--- config.mk ---
export PLATFORM = sky130hd
export DESIGN_NAME = cmf_status
export DESIGN_NICKNAME = d
export VERILOG_FILES = /design/src/rtl/cmf_pkg.sv /design/src/rtl/cmf_match_detect.sv /design/src/rtl/cmf_flag_cell.sv /design/src/rtl/cmf_status.sv
export SDC_FILE = /design/constraint.sdc
export NUM_CORES = 1
export LEC_CHECK = 0
export ABC_CLOCK_PERIOD_IN_PS = 5130
export BUFFER_PORTS_ARGS = -buffer_cell sky130_fd_sc_hd__buf_2
export CAP_MARGIN = 20
export CORE_ASPECT_RATIO = 1.25
export CORE_UTILIZATION = 35
export CTS_CLUSTER_SIZE = 24
export DETAILED_ROUTE_END_ITERATION = 10
export HOLD_SLACK_MARGIN = 0.12
export PLACE_DENSITY = 0.86
export SLEW_MARGIN = 30
export SYNTH_ARGS = -nofsm -noshare
export SYNTH_HDL_FRONTEND = slang
export SYNTH_SLANG_ARGS = --single-unit
--- constraint.sdc ---
create_clock -name clk -period 5.13 [get_ports clk]
set_clock_uncertainty 0.1 [all_clocks]
set_input_delay 1.026 -clock clk [delete_from_list [all_inputs] [get_ports clk]]
set_output_delay 1.026 -clock clk [all_outputs]
set_load 0.01 [all_outputs]
--- src/rtl/cmf_pkg.sv ---
package cmf_pkg;

    localparam int STATUS_W   = 8;
    localparam int NUM_FLAGS  = 2;
    localparam int FLAG_E_IDX = 0;
    localparam int FLAG_F_IDX = 1;

    localparam logic [STATUS_W-1:0] FIXED_ONES = 8'hC0;

    typedef struct packed {
        logic                sel;
        logic                rd;
        logic                wr;
        logic [STATUS_W-1:0] wdata;
    } bus_req_t;

    typedef struct packed {
        logic event_hit;
        logic read_hit;
        logic clr_req;
    } flag_ctl_t;

    function automatic logic [STATUS_W-1:0] pack_status(input logic [NUM_FLAGS-1:0] f);
        logic [STATUS_W-1:0] v;
        v = FIXED_ONES;
        v[NUM_FLAGS-1:0] = f;
        return v;
    endfunction

endpackage

--- src/rtl/cmf_match_detect.sv ---
module cmf_match_detect #(
    parameter int CNT_W = 16
) (
    input  logic             clk,
    input  logic             rst,
    input  logic [CNT_W-1:0] count,
    input  logic [CNT_W-1:0] cmp,
    input  logic             mode,
    output logic             match_evt
);

    logic eq_now;
    logic eq_prev;

    assign eq_now    = mode && (count == cmp);
    assign match_evt = eq_now && !eq_prev;

    always_ff @(posedge clk) begin
        if (rst) eq_prev <= 1'b0;
        else     eq_prev <= eq_now;
    end

    // one event per run of equality
    p_single_event_r9: assert property (@(posedge clk) disable iff (rst)
        match_evt |=> !match_evt);

endmodule

--- src/rtl/cmf_flag_cell.sv ---
module cmf_flag_cell
    import cmf_pkg::*;
(
    input  logic      clk,
    input  logic      rst,
    input  flag_ctl_t ctl,
    output logic      flag
);

    typedef enum logic {ARM_IDLE = 1'b0, ARM_READY = 1'b1} arm_state_t;

    arm_state_t arm_q;
    arm_state_t arm_d;
    logic       flag_d;
    logic       do_clear;

    assign do_clear = ctl.clr_req && (arm_q == ARM_READY);

    always_comb begin
        flag_d = flag;
        if (ctl.event_hit)  flag_d = 1'b1;
        else if (do_clear)  flag_d = 1'b0;

        arm_d = arm_q;
        if (ctl.event_hit)                arm_d = ARM_IDLE;
        else if (do_clear)                arm_d = ARM_IDLE;
        else if (ctl.read_hit && flag)    arm_d = ARM_READY;
    end

    always_ff @(posedge clk) begin
        if (rst) begin
            flag  <= 1'b0;
            arm_q <= ARM_IDLE;
        end else begin
            flag  <= flag_d;
            arm_q <= arm_d;
        end
    end

    p_event_sets_r3: assert property (@(posedge clk) disable iff (rst)
        ctl.event_hit |=> flag);

    p_unarmed_holds_r4: assert property (@(posedge clk) disable iff (rst)
        (flag && arm_q == ARM_IDLE) |=> flag);

    p_armed_clear_r5: assert property (@(posedge clk) disable iff (rst)
        (ctl.clr_req && arm_q == ARM_READY && !ctl.event_hit) |=> !flag);

    p_no_sw_set_r6: assert property (@(posedge clk) disable iff (rst)
        (!flag && !ctl.event_hit) |=> !flag);

    p_event_disarms_r7: assert property (@(posedge clk) disable iff (rst)
        ctl.event_hit |=> (arm_q == ARM_IDLE));

    p_set_beats_clear_r8: assert property (@(posedge clk) disable iff (rst)
        (ctl.event_hit && ctl.clr_req) |=> flag);

endmodule

--- src/rtl/cmf_status.sv ---
module cmf_status
    import cmf_pkg::*;
#(
    parameter int CNT_W = 16
) (
    input  logic                clk,
    input  logic                rst,
    input  logic                bus_sel,
    input  logic                bus_wr,
    input  logic                bus_rd,
    input  logic [STATUS_W-1:0] bus_wdata,
    output logic [STATUS_W-1:0] bus_rdata,
    input  logic [CNT_W-1:0]    count,
    input  logic [CNT_W-1:0]    cmp_e,
    input  logic [CNT_W-1:0]    cmp_f,
    input  logic                cmp_mode_e,
    input  logic                cmp_mode_f,
    output logic                irq_e,
    output logic                irq_f
);

    bus_req_t             req;
    logic [CNT_W-1:0]     cmp_vals [NUM_FLAGS];
    logic [NUM_FLAGS-1:0] cmp_modes;
    logic [NUM_FLAGS-1:0] events;
    logic [NUM_FLAGS-1:0] flags;
    logic                 unused_wbits;

    assign req.sel   = bus_sel;
    assign req.rd    = bus_rd;
    assign req.wr    = bus_wr;
    assign req.wdata = bus_wdata;

    assign cmp_vals[FLAG_E_IDX]  = cmp_e;
    assign cmp_vals[FLAG_F_IDX]  = cmp_f;
    assign cmp_modes[FLAG_E_IDX] = cmp_mode_e;
    assign cmp_modes[FLAG_F_IDX] = cmp_mode_f;

    assign unused_wbits = ^req.wdata[STATUS_W-1:NUM_FLAGS];

    for (genvar i = 0; i < NUM_FLAGS; i++) begin : g_flag
        flag_ctl_t ctl;

        cmf_match_detect #(.CNT_W(CNT_W)) u_det (
            .clk       (clk),
            .rst       (rst),
            .count     (count),
            .cmp       (cmp_vals[i]),
            .mode      (cmp_modes[i]),
            .match_evt (events[i])
        );

        assign ctl.event_hit = events[i];
        assign ctl.read_hit  = req.sel && req.rd;
        assign ctl.clr_req   = req.sel && req.wr && !req.wdata[i];

        cmf_flag_cell u_cell (
            .clk  (clk),
            .rst  (rst),
            .ctl  (ctl),
            .flag (flags[i])
        );
    end

    assign bus_rdata = pack_status(flags);
    assign irq_e     = flags[FLAG_E_IDX];
    assign irq_f     = flags[FLAG_F_IDX];

endmodule

==> reports/summary.log, run 1 <==
qor: outcome.result_of_the_run complete, no violations
qor: route.drc_errors 0
qor: final_layout.num_antenna_cells 0
qor: timing.fin_hold_ws 369.3 ps
qor: pwr.cellPowerDensity 147.2 nW/um2
qor: timing.grt_setup_unrepaired false
qor: placement.io_buffer_count 60
qor: final_layout.final_layout_size_suffix_gt1_share 45.83%
qor: synthesis.part_of_the_yosys_area_used_for_sequential_elements 17.68%
qor: clock_tree.h-tree-depth 1
qor: clock_tree.cts_inserted_buffers 3
qor: hold_path.whs_endpoint g_flag[0].u_cell.arm_q
qor: setup_path.critical_path_peak_fanout 3
qor: timing.setup_ws 2827 ps
qor: placement.detailedPlace.worstSlack 2581 ps
qor: setup_path.path_class input pin to register
qor: route.detail_route.iter0.violations 15
qor: floorplan.dieArea 2122 um2
qor: setup_path.cp_max_stage_cell sky130_fd_sc_hd__or4_4
qor: setup_path.worst-r2r-setup-slack 4010 ps
qor: route.drt.antenna.violating_nets 0
qor: timing.setup_total_negative_slack 0 ps
qor: synthesis.post_synth.cell_area_avg 7.993 um2
qor: synthesis.synthesis.yosys.warnings 0
qor: clock_tree.clock_sink_count 6
qor: synthesis.cell_type_with_the_largest_total_area_after_synthesis sky130_fd_sc_hd__xor2_1
qor: clock_tree.clk_latency 240 ps
qor: setup_path.critical_path.max_stage_delay 540 ps
qor: setup_path.worst_path_dominant_cell_family simple AND/OR/NAND/NOR gates
qor: floorplan.io_pins 73
qor: setup_path.crit_arrival 2320 ps
qor: synthesis.asyncSetResetFlopFracSynth 0%
qor: synthesis.synth_top_area_share 19.34%
qor: synthesis.synth_most_common_cell sky130_fd_sc_hd__xor2_1
qor: placement.dp_hpwl 1.638 mm
qor: global_route.globalRoute.totalOverflow 0
qor: floorplan.die_x 41.41 um
qor: global_route.grt_pass1_wl 3.036 mm
qor: setup_path.worst_case_reg_to_reg_path_depth 3
qor: floorplan.core_area 1787 um2
qor: hold_path.worst_hold_path.num_cells 1
qor: timing.finalHoldViolations 0
qor: floorplan.die_extent_in_y 51.26 um
qor: hold_path.min-delay-start g_flag[0].u_det.eq_prev
qor: route.post_drt_wl_per_cell 11.12 um
qor: clock_tree.clock_root_buffer sky130_fd_sc_hd__clkbuf_4
qor: timing.min_period 2303 ps
qor: timing.fmax 434.3 MHz
qor: setup_path.timing.critical_path.from count[8]
qor: synthesis.syn_inst 85
qor: synthesis.synth_top_flop_cell sky130_fd_sc_hd__dfxtp_1
qor: route.wire_length_after_detailed_routing 1.812 mm
qor: synthesis.netlist-cell-type-count 27
qor: clock_tree.clkTransAtPathRegs 40 ps
qor: placement.routabilityCongestion 0.7922
qor: global_route.maximum_number_of_pins_on_one_net_before_global_route_repair 7
qor: setup_path.rr_endpoint g_flag[1].u_cell.flag
qor: setup_path.worstPathBufferInverterCount 1
qor: pwr.total_power 144.4 uW
qor: clock_tree.cts.path.max_buffers 2
qor: global_route.track_usage 18.42%
qor: route.detailroute.via_count 814
qor: clock_tree.cts_post_setup_buffers_inserted 0
qor: clock_tree.cts_tree built
qor: timing.final-max-slew-violation-count 0
qor: route.detailedRoute.firstPassIterationCount 4
qor: clock_tree.cts_hold_buf 0
qor: pwr.cellLeakagePower 0.0004948 uW
qor: setup_path.timing.critical_path.to_type register
qor: hold_path.min_path_type register to register
qor: setup_path.cp_cell_sequence buf_2 -> xnor2_1 -> nand2_1 -> or4_4 -> o41a_1
qor: timing.finalSetupViolCount 0
qor: clock_tree.post_cts_resize_count 0
qor: pwr.power.ir.vdd_worst 0.05649 mV
qor: final_layout.final_cell_count_no_fill 163
qor: route.viasPerCell 4.994
qor: synthesis.syn_area 679.4 um2
qor: global_route.grt_pass1_vias 799
qor: floorplan.start_util 38.03%
qor: synthesis.yosys-top-cells-count sky130_fd_sc_hd__xor2_1, sky130_fd_sc_hd__xnor2_1, sky130_fd_sc_hd__inv_1, sky130_fd_sc_hd__buf_4, sky130_fd_sc_hd__dfxtp_1
qor: final_layout.area_growth_syn_to_layout 44.38%
qor: synthesis.yosys_register_bits 6
qor: setup_path.setup.worst_path.start_class input pin
qor: flow_run.maxCapViolations 0
qor: synthesis.yosys-top-cells-area sky130_fd_sc_hd__xor2_1, sky130_fd_sc_hd__dfxtp_1, sky130_fd_sc_hd__xnor2_1, sky130_fd_sc_hd__buf_4, sky130_fd_sc_hd__inv_1
qor: timing.min_period_over_period 44.89%
qor: setup_path.crit-reg2reg-launch g_flag[1].u_cell.arm_q
qor: global_route.antenna_found_initial 0
qor: final_layout.nNetsFinal 209
qor: synthesis.synth_enable_flop_cells 0
qor: floorplan.row_count 17
qor: placement.placed_cells_incl_taps 160
qor: setup_path.critPathRequiredTime 5150 ps
## stage by stage
stage               util, %  area [um2]
finish                54.90       980.9
global route          54.90       980.9
CTS                   54.90       980.9
detailed placement    53.64       958.4
global placement      53.64       958.4
floorplan                 -       694.4
## registers in the layout (all words and copies together) (netlist names)
name / cells
g_flag.u_cell.flag: 2
g_flag.u_cell.arm_q: 2
g_flag.u_det.eq_prev: 2
## worst max-delay path by stage
stage                        endpoint  slack, ps  depth (start not counted)
3_5_place_dp   g_flag[1].u_cell.arm_q       2580                          5
6_report       g_flag[1].u_cell.arm_q       2830                          5
2_1_floorplan  g_flag[1].u_cell.arm_q       2770                          4
4_1_cts        g_flag[1].u_cell.arm_q       2830                          5
3_3_place_gp   g_flag[1].u_cell.arm_q       2600                          5
5_1_grt         g_flag[1].u_cell.flag       2780                          5
## where the power goes
| group | internal (uW) | switching, uW | total (uW) |
|---|---|---|---|
| Combinational | 30.1 | 25.8 | 55.9 |
| Sequential | 46.8 | 0.000690 | 46.8 |
| Clock | 26.3 | 15.3 | 41.7 |
## worst reg2reg max path, stage by stage (launching register included)
cell                       delay, ps
sky130_fd_sc_hd__dfxtp_1         330
sky130_fd_sc_hd__inv_1            50
sky130_fd_sc_hd__o311ai_0        360
sky130_fd_sc_hd__o41ai_1         140
## metal layers
layer / vias to the layer above / global-route usage [%] / routed length, um
li1: 406 / - / -
met1: 368 / 17.70 / 634
met2: 38 / 38.28 / 1042
met3: 2 / 2.120 / 129
met4: 0 / 7.527 / 6
met5: - / 0 / 0
## area by class of cell
cell class	instances	area (um2)
Clock buffer	3	22.52
Timing Repair Buffer	60	300.3
Fill cell	187	805.8
Multi-Input combinational cell	66	480.5
Inverter	9	33.78
Tap cell	19	23.77
Sequential cell	6	120.1
## cells by family (layout without fill, tap and decap cells)
logic type | after synthesis | after routing | synth area share, %
other cells | 2 | 6 | 1.105
simple gates | 19 | 19 | 16.02
compound gates | 15 | 15 | 17.87
xor+xnor | 26 | 26 | 33.52
buf+inv | 17 | 72 | 13.81
flops | 6 | 6 | 17.68
## cell usage in the layout (no fill, tap or decap), types with 3 or more instances in the layout
cell                       netlist  final
sky130_fd_sc_hd__buf_2           0     60
sky130_fd_sc_hd__xor2_1         15     15
sky130_fd_sc_hd__xnor2_1        11     11
sky130_fd_sc_hd__inv_1           9      9
sky130_fd_sc_hd__conb_1          2      6
sky130_fd_sc_hd__dfxtp_1         6      6
sky130_fd_sc_hd__nand2_1         4      4
sky130_fd_sc_hd__nor4_1          4      4
sky130_fd_sc_hd__clkbuf_4        0      3
Power figures use the tool's default switching activity.
==> run 2: changes to the inputs <==
Settings changed: ABC_AREA from default to 1, ABC_CLOCK_PERIOD_IN_PS 5130 to 2000, PLACE_DENSITY 0.86 to 0.76.
Clock period 5.13 ns to 2 ns, I/O delays scaled along.
==> run 2 against run 1 <==
Via count rose by 76%. Cell count rose by 98%. Design area increased by 46%. Die area increased by 60%. Synthesized cell count rose to 2.7 times the previous value. Power grew to 3.1 times the previous value. Register-to-register slack got worse by 3000 ps. Sequential cell count did not move. Synthesized area up 63%. Clock power grew to 2.6 times the previous value. Largest power group unchanged. Highest routed layer is now met3. Core utilization shrank 6.8 points.
==> reports/summary.log, run 2 <==
qor: clock_tree.clock_root_buffer sky130_fd_sc_hd__clkbuf_4 [unchanged]
qor: route.drt.antenna.violating_nets 0 [unchanged]
qor: final_layout.layout.cells.most_common sky130_fd_sc_hd__nand2_1 [was sky130_fd_sc_hd__buf_2]
qor: timing.setup_ws 735.6 ps [was 2827 ps]
qor: setup_path.critical_path_depth 8 [was 5]
qor: final_layout.final_cell_mix sky130_fd_sc_hd__nand2_1, sky130_fd_sc_hd__buf_2, sky130_fd_sc_hd__inv_1, sky130_fd_sc_hd__nor2_1, sky130_fd_sc_hd__nand4_1 [was sky130_fd_sc_hd__buf_2, sky130_fd_sc_hd__xor2_1, sky130_fd_sc_hd__xnor2_1, sky130_fd_sc_hd__inv_1]
qor: timing.fin_hold_ws 299.4 ps [was 369.3 ps]
qor: synthesis.synthesis.yosys.warnings 0 [unchanged]
qor: route.wire_length_after_detailed_routing 3.008 mm [was 1.812 mm]
qor: setup_path.crit-reg2reg-launch g_flag[1].u_cell.arm_q [unchanged]
qor: timing.setup_total_negative_slack 0 ps [unchanged]
qor: pwr.clock_power_share 24.2% [was 28.9%]
qor: route.detailroute.via_count 1429 [was 814]
qor: floorplan.dieArea 3390 um2 [was 2122 um2]
qor: floorplan.die_x 52.28 um [was 41.41 um]
qor: final_layout.total_non_filler_cell_area_in_the_finished_layout 1429 um2 [was 980.9 um2]
qor: clock_tree.cts_hold_buf 0 [unchanged]
qor: timing.min_period_over_period 63.22%
qor: pwr.cellLeakagePower 0.0009325 uW [was 0.0004948 uW]
qor: timing.final-max-slew-violation-count 0 [unchanged]
qor: floorplan.start_util 37.21% [was 38.03%]
qor: clock_tree.h-tree-depth 1 [unchanged]
qor: setup_path.timing.critical_path.to_type register [unchanged]
qor: synthesis.synth_most_common_cell sky130_fd_sc_hd__nand2_1 [was sky130_fd_sc_hd__xor2_1]
qor: final_layout.nNetsFinal 351 [was 209]
qor: clock_tree.post_cts_resize_count 0 [unchanged]
qor: final_layout.num_antenna_cells 0 [unchanged]
qor: pwr.combinationalPowerShare 49.3% [was 38.7%]
qor: floorplan.io_pins 73 [unchanged]
qor: synthesis.cell_type_with_the_largest_total_area_after_synthesis sky130_fd_sc_hd__nand2_1 [was sky130_fd_sc_hd__xor2_1]
qor: route.post_drt_wl_per_cell 9.342 um [was 11.12 um]
qor: route.met3_wirelength 190 um [was 129 um]
qor: synthesis.synth_top_flop_cell sky130_fd_sc_hd__dfxtp_1 [unchanged]
qor: timing.min_period 1264 ps
qor: floorplan.core_area 2973 um2 [was 1787 um2]
qor: floorplan.row_count 22 [was 17]
qor: synthesis.part_of_the_yosys_area_used_for_sequential_elements 10.86% [was 17.68%]
qor: setup_path.crit_arrival 1300 ps [was 2320 ps]
qor: setup_path.worst_path_dominant_cell_family simple AND/OR/NAND/NOR gates [unchanged]
qor: route.detailedRoute.firstPassIterationCount 4 [unchanged]
qor: synthesis.asyncSetResetFlopFracSynth 0% [unchanged]
qor: clock_tree.cts_tree built [unchanged]
qor: timing.finalSetupViolCount 0 [unchanged]
qor: route.route.met2.wl 1.592 mm [was 1.042 mm]
qor: timing.fmax 790.9 MHz
qor: placement.postPlaceCellArea 1406 um2 [was 958.4 um2]
qor: pwr.seq_power_share 26.4% [was 32.4%]
qor: final_layout.layout.filler_cells 359 [was 187]
qor: clock_tree.clock_sink_count 6 [unchanged]
qor: setup_path.path_class input pin to register [unchanged]
qor: final_layout.area_growth_syn_to_layout 29.19% [was 44.38%]
qor: route.top_layer_used met3 [was met4]
qor: floorplan.die_extent_in_y 64.85 um [was 51.26 um]
qor: hold_path.min-delay-start rst [was g_flag[0].u_det.eq_prev]
qor: timing.finalHoldViolations 0 [unchanged]
qor: clock_tree.cts_inserted_buffers 3 [unchanged]
qor: route.detail_route.iter0.violations 20 [was 15]
qor: synthesis.synth_top_area_share 30.20% [was 19.34%]
qor: synthesis.netlist-cell-type-count 25 [was 27]
qor: setup_path.worstPathBufferInverterCount 1 [unchanged]
qor: flow_run.maxCapViolations 0 [unchanged]
qor: global_route.antenna_found_initial 0 [unchanged]
qor: clock_tree.cts_post_setup_buffers_inserted 0 [unchanged]
qor: setup_path.critical_path.max_stage_delay 220 ps [was 540 ps]
qor: synthesis.syn_area 1106 um2 [was 679.4 um2]
qor: clock_tree.clkTransAtPathRegs 50 ps [was 40 ps]
qor: global_route.grt_pass1_wl 4.961 mm [was 3.036 mm]
qor: pwr.cellPowerDensity 317.7 nW/um2 [was 147.2 nW/um2]
qor: synthesis.yosys_register_bits 6 [unchanged]
qor: setup_path.cp_max_stage_cell sky130_fd_sc_hd__xnor2_1 [was sky130_fd_sc_hd__or4_4]
qor: synthesis.yosys-top-cells-area sky130_fd_sc_hd__nand2_1, sky130_fd_sc_hd__inv_1, sky130_fd_sc_hd__dfxtp_1, sky130_fd_sc_hd__nor2_1, sky130_fd_sc_hd__buf_4 [was sky130_fd_sc_hd__xor2_1, sky130_fd_sc_hd__dfxtp_1, sky130_fd_sc_hd__xnor2_1, sky130_fd_sc_hd__buf_4, sky130_fd_sc_hd__inv_1]
qor: setup_path.timing.critical_path.from count[12] [was count[8]]
qor: global_route.maximum_number_of_pins_on_one_net_before_global_route_repair 6 [was 7]
qor: setup_path.cp_cell_sequence buf_2 -> xnor2_1 -> nand2_1 -> nor2_1 -> nand2_1 -> nor2_2 -> nand3_1 -> and2_1 [was buf_2 -> xnor2_1 -> nand2_1 -> or4_4 -> o41a_1]
qor: synthesis.yosys-top-cells-count sky130_fd_sc_hd__nand2_1, sky130_fd_sc_hd__inv_1, sky130_fd_sc_hd__nor2_1, sky130_fd_sc_hd__nand4_1 [was sky130_fd_sc_hd__xor2_1, sky130_fd_sc_hd__xnor2_1, sky130_fd_sc_hd__inv_1, sky130_fd_sc_hd__buf_4, sky130_fd_sc_hd__dfxtp_1]
qor: route.viasPerCell 4.438 [was 4.994]
qor: placement.routabilityCongestion 0.8720 [was 0.7922]
qor: placement.dp_hpwl 2.694 mm [was 1.638 mm]
qor: global_route.globalRoute.totalOverflow 0 [unchanged]
qor: placement.io_buffer_count 60 [unchanged]
qor: placement.detailedPlace.worstSlack 479.9 ps [was 2581 ps]
qor: route.drc_errors 0 [unchanged]
qor: setup_path.worst_case_reg_to_reg_path_depth 4 [was 3]
qor: clock_tree.cts.path.max_buffers 2 [unchanged]
qor: setup_path.cp_common_cell sky130_fd_sc_hd__nand2_1
qor: timing.grt_setup_unrepaired false [unchanged]
qor: final_layout.post-route-util 48.06% [was 54.90%]
qor: outcome.result_of_the_run complete, no violations [unchanged]
qor: route.m1WireLength 1.226 mm [was 634 um]
qor: pwr.power.ir.vdd_worst 0.1636 mV [was 0.05649 mV]
qor: setup_path.setup.worst_path.start_class input pin [unchanged]
qor: pwr.cellInternalPower 284.7 uW [was 103.2 uW]
qor: global_route.grt_pass1_vias 1362 [was 799]
qor: global_route.track_usage 18.71% [was 18.42%]
qor: setup_path.critPathRequiredTime 2040 ps [was 5150 ps]
qor: pwr.net-switching-power 169.3 uW [was 41.11 uW]
qor: setup_path.critical_path_peak_fanout 3 [unchanged]
qor: pwr.power.share.switching 37.29% [was 28.48%]
qor: clock_tree.clk_latency 240 ps [about the same]
qor: hold_path.min_path_type input pin to register [was register to register]
qor: synthesis.post_synth.cell_area_avg 4.873 um2 [was 7.993 um2]
qor: hold_path.worst_hold_path.num_cells 2 [was 1]
qor: synthesis.synth_enable_flop_cells 0 [unchanged]
qor: synthesis.syn_inst 227 [was 85]
qor: final_layout.layout_top_registers g_flag.u_cell.arm_q: 2 flops, g_flag.u_cell.flag: 2 flops, g_flag.u_det.eq_prev: 2 flops [unchanged]
qor: final_layout.final_layout_size_suffix_gt1_share 26.57% [was 45.83%]
-- run 2: cell types whose count changed after synthesis, moves of 7 or more --
cell                      change
sky130_fd_sc_hd__nor2_1      +29
sky130_fd_sc_hd__inv_1       +31
sky130_fd_sc_hd__nand4_1      +7
sky130_fd_sc_hd__nand2_1     +85
sky130_fd_sc_hd__xor2_1      -13
sky130_fd_sc_hd__xnor2_1      -7
-- run 2: per-stage QoR --
stage	std cells	total power, uW
6_report	322	453.9
5_1_grt	322	492.5
4_1_cts	322	457.8
3_5_place_dp	319	344.7
3_3_place_gp	319	341.8
2_1_floorplan	231	256.5
-- run 2: final timing paths --
kind / endpoint / slack, ps
max: g_flag[1].u_cell.arm_q / 740
min: g_flag[1].u_det.eq_prev / 300
min reg2reg: g_flag[0].u_cell.arm_q / 380
max reg2reg: g_flag[1].u_cell.arm_q / 1020
-- run 2: metal layers --
layer | global-route usage, % | up-vias
li1 | - | 783
met2 | 37.66 | 51
met3 | 1.408 | 0
met5 | 0 | -
met1 | 19.97 | 595
met4 | 3.947 | 0
-- run 2: area by class of cell --
| type | count | area [um2] | area share [%] |
|---|---|---|---|
| multi-input combinational | 171 | 768.2 | 53.77 |
| timing repair buffer | 60 | 300.3 | 21.02 |
| inverter | 46 | 172.7 | 12.08 |
| sequential | 6 | 120.1 | 8.406 |
| tap | 36 | 45.04 | 3.152 |
| clock buffer | 3 | 22.52 | 1.576 |
-- run 2: cells by family after synthesis --
| kind of cell | share of synthesized area, % |
|---|---|
| flip-flops | 10.86 |
| buffers and inverters | 21.04 |
| XOR/XNOR | 4.751 |
| AND/OR/NAND/NOR | 58.60 |
| AO/OA/AOI/OAI | 4.072 |
| other | 0.6790 |
-- run 2: power by group through the flow --
stage,Combinational [uW],Sequential [uW],Clock (uW)
after floorplan,134,122,0
after global placement,220,122,0
after detailed placement,223,122,0
after CTS,224,120,114
after global routing,256,120,117
final,224,120,110
==> run 3: changes to the inputs <==
Settings changed: ABC_CLOCK_PERIOD_IN_PS 2000 to 1000.
Clock period 2 ns to 1 ns, I/O delays scaled along.
==> run 3 against run 2 <==
The run now ends with setup timing left. Hold slack worse by 150 ps. Cell count increased by 7.8%. First-iteration DRC count is 120% higher. Sequential share of layout area decreased by 1.9 points. Combinational power rose to 2.9 times the previous value. Design area grew 33%. Register-to-register slack got worse by 1000 ps. Critical path type unchanged. Critical endpoint unchanged. Highest routed layer is now met4.
==> reports/summary.log, run 3 (synthesis results as in run 2) <==
qor: outcome.result_of_the_run finished, violations left [was complete, no violations]
qor: outcome.failed_checks setup timing
qor: setup_path.critical_path_peak_fanout 3 [unchanged]
qor: clock_tree.cts_tree built [unchanged]
qor: route.detailedRoute.firstPassIterationCount 4 [unchanged]
qor: setup_path.timing.critical_path.to_type register [unchanged]
qor: floorplan.dieArea 3390 um2 [unchanged]
qor: route.detailroute.via_count 1646 [was 1429]
qor: floorplan.die_extent_in_y 64.85 um [unchanged]
qor: timing.fmax 982.9 MHz
qor: placement.dp_hpwl 2.875 mm [was 2.694 mm]
qor: timing.setup_ws -17.37 ps [was 735.6 ps]
qor: final_layout.area_growth_syn_to_layout 71.61% [was 29.19%]
qor: clock_tree.clock_sink_count 6 [unchanged]
qor: floorplan.io_pins 73 [unchanged]
qor: global_route.antenna_found_initial 0 [unchanged]
qor: pwr.cellLeakagePower 0.001112 uW [was 0.0009325 uW]
qor: timing.setup_total_negative_slack -30.58 ps [was 0 ps]
qor: final_layout.total_non_filler_cell_area_in_the_finished_layout 1898 um2 [was 1429 um2]
qor: placement.postPlaceCellArea 1556 um2 [was 1406 um2]
qor: final_layout.final_cell_mix sky130_fd_sc_hd__nand2_1, sky130_fd_sc_hd__buf_2, sky130_fd_sc_hd__inv_1, sky130_fd_sc_hd__buf_4, sky130_fd_sc_hd__nor2_1 [was sky130_fd_sc_hd__nand2_1, sky130_fd_sc_hd__buf_2, sky130_fd_sc_hd__inv_1, sky130_fd_sc_hd__nor2_1, sky130_fd_sc_hd__nand4_1]
qor: setup_path.crit_arrival 1070 ps [was 1300 ps]
qor: final_layout.layout.filler_cells 310 [was 359]
qor: clock_tree.clk_latency 250 ps [was 240 ps]
qor: floorplan.core_area 2973 um2 [unchanged]
qor: final_layout.layout.cells.most_common sky130_fd_sc_hd__nand2_1 [unchanged]
qor: route.detail_route.iter0.violations 44 [was 20]
qor: timing.grt_setup_unrepaired true [was false]
qor: global_route.grt_pass1_vias 1402 [was 1362]
qor: pwr.power.ir.vdd_worst 0.2996 mV [was 0.1636 mV]
qor: clock_tree.clock_root_buffer sky130_fd_sc_hd__clkbuf_4 [unchanged]
qor: placement.io_buffer_count 60 [unchanged]
qor: setup_path.timing.critical_path.from count[10] [was count[12]]
qor: setup_path.critPathRequiredTime 1050 ps [was 2040 ps]
qor: final_layout.num_antenna_cells 0 [unchanged]
qor: global_route.maximum_number_of_pins_on_one_net_before_global_route_repair 6 [unchanged]
qor: timing.min_period_over_period 101.7%
qor: hold_path.min-delay-start rst [unchanged]
qor: route.wire_length_after_detailed_routing 3.742 mm [was 3.008 mm]
qor: route.drt.antenna.violating_nets 0 [unchanged]
qor: final_layout.final_layout_size_suffix_gt1_share 46.95% [was 26.57%]
qor: floorplan.die_x 52.28 um [unchanged]
qor: global_route.track_usage 20.23% [was 18.71%]
qor: timing.min_period 1017 ps
qor: placement.routabilityCongestion 0.8249 [was 0.8720]
qor: flow_run.maxCapViolations 0 [unchanged]
qor: clock_tree.h-tree-depth 1 [unchanged]
qor: pwr.cellPowerDensity 597.1 nW/um2 [was 317.7 nW/um2]
qor: global_route.grt_pass1_wl 5.333 mm [was 4.961 mm]
qor: hold_path.min_path_type input pin to register [unchanged]
qor: clock_tree.cts_inserted_buffers 3 [unchanged]
qor: route.viasPerCell 4.744 [was 4.438]
qor: clock_tree.cts.path.max_buffers 2 [unchanged]
qor: route.post_drt_wl_per_cell 10.78 um [was 9.342 um]
qor: clock_tree.clkTransAtPathRegs 50 ps [about the same]
qor: timing.finalSetupViolCount 3 [was 0]
qor: final_layout.nNetsFinal 376 [was 351]
qor: setup_path.setup.worst_path.start_class input pin [unchanged]
qor: setup_path.path_class input pin to register [unchanged]
qor: timing.final-max-slew-violation-count 0 [unchanged]
qor: floorplan.row_count 22 [unchanged]
qor: setup_path.crit-reg2reg-launch g_flag[1].u_cell.arm_q [unchanged]
qor: route.drc_errors 0 [unchanged]
qor: floorplan.start_util 37.21% [unchanged]
qor: final_layout.layout_top_registers g_flag.u_cell.arm_q: 2 flops, g_flag.u_cell.flag: 2 flops, g_flag.u_det.eq_prev: 2 flops [unchanged]
qor: global_route.globalRoute.totalOverflow 0 [unchanged]
qor: timing.finalHoldViolations 0 [unchanged]
==> run 3: cell count changes in the layout (fill, tap and decap cells not counted), moves of 3 or more <==
cell | previous run | this run
sky130_fd_sc_hd__buf_2 | 60 | 38
sky130_fd_sc_hd__nor2_2 | 1 | 6
sky130_fd_sc_hd__buf_6 | 0 | 20
sky130_fd_sc_hd__nor2_1 | 29 | 24
sky130_fd_sc_hd__nand2_1 | 89 | 71
sky130_fd_sc_hd__inv_1 | 40 | 28
sky130_fd_sc_hd__xnor2_1 | 4 | 1
sky130_fd_sc_hd__inv_2 | 6 | 15
sky130_fd_sc_hd__nand2_2 | 2 | 19
sky130_fd_sc_hd__buf_4 | 0 | 25
==> run 3: layout make-up <==
cell class,instances,area (um2),share of cell area (%)
clock buffers,3,22.52,1.187
inverters,46,182.7,9.624
multi-input cells,171,892.1,47.00
flip-flops and latches,6,122.6,6.460
well taps,36,45.04,2.373
repair buffers,85,633.1,33.36
==> run 3: worst max-delay path: stages <==
cell and delay [ps]:
sky130_fd_sc_hd__buf_8 80, sky130_fd_sc_hd__inv_4 30, sky130_fd_sc_hd__nand2_2 70, sky130_fd_sc_hd__and2_4 140, sky130_fd_sc_hd__nand2_2 50, sky130_fd_sc_hd__nor2_2 70
sky130_fd_sc_hd__nand2_1 70, sky130_fd_sc_hd__nor2_2 120, sky130_fd_sc_hd__nand3_1 80, sky130_fd_sc_hd__and2_1 150
==> run 3: per-layer routing <==
layer  track usage [%]  wire length [um]
met5                 0                 0
met1             23.39              1379
met3             1.643               236
met4             4.605                67
met2             38.45              2059
==> run 3: per-stage QoR <==
stage	hold slack [ps]	std cells	power, uW	utilization, %	setup slack (ps)
global placement	364.1	338	742.7	52.36	-286.9
floorplan	169.1	231	515.6	-	-50.56
finish	146.6	347	1133	63.85	-17.37
CTS	142.4	343	1010	55.51	-14.98
detailed placement	373.0	338	747.7	52.36	-306.3
global route	156.3	347	1211	63.85	-77.45
==> run 3: final timing paths <==
path	to	slack, ps	cells after the start
min	g_flag[0].u_cell.flag	150	3
min reg2reg	g_flag[0].u_cell.arm_q	410	2
max	g_flag[1].u_cell.arm_q	-20	10
max reg2reg	g_flag[1].u_cell.arm_q	20	4
==> run 3: what timing repair did <==
item                       CTS  global route
gates resized for setup     19            67
setup buffers                3             4
setup endpoints to repair    6             9
pin swaps                   13            37
hold buffers                 0             0
==> run 3: power breakdown <==
group | internal [uW] | switching (uW) | total (uW)
Clock | 137 | 102 | 239
Combinational | 330 | 325 | 655
Sequential | 239 | 0.00973 | 239
Total | 707 | 427 | 1130
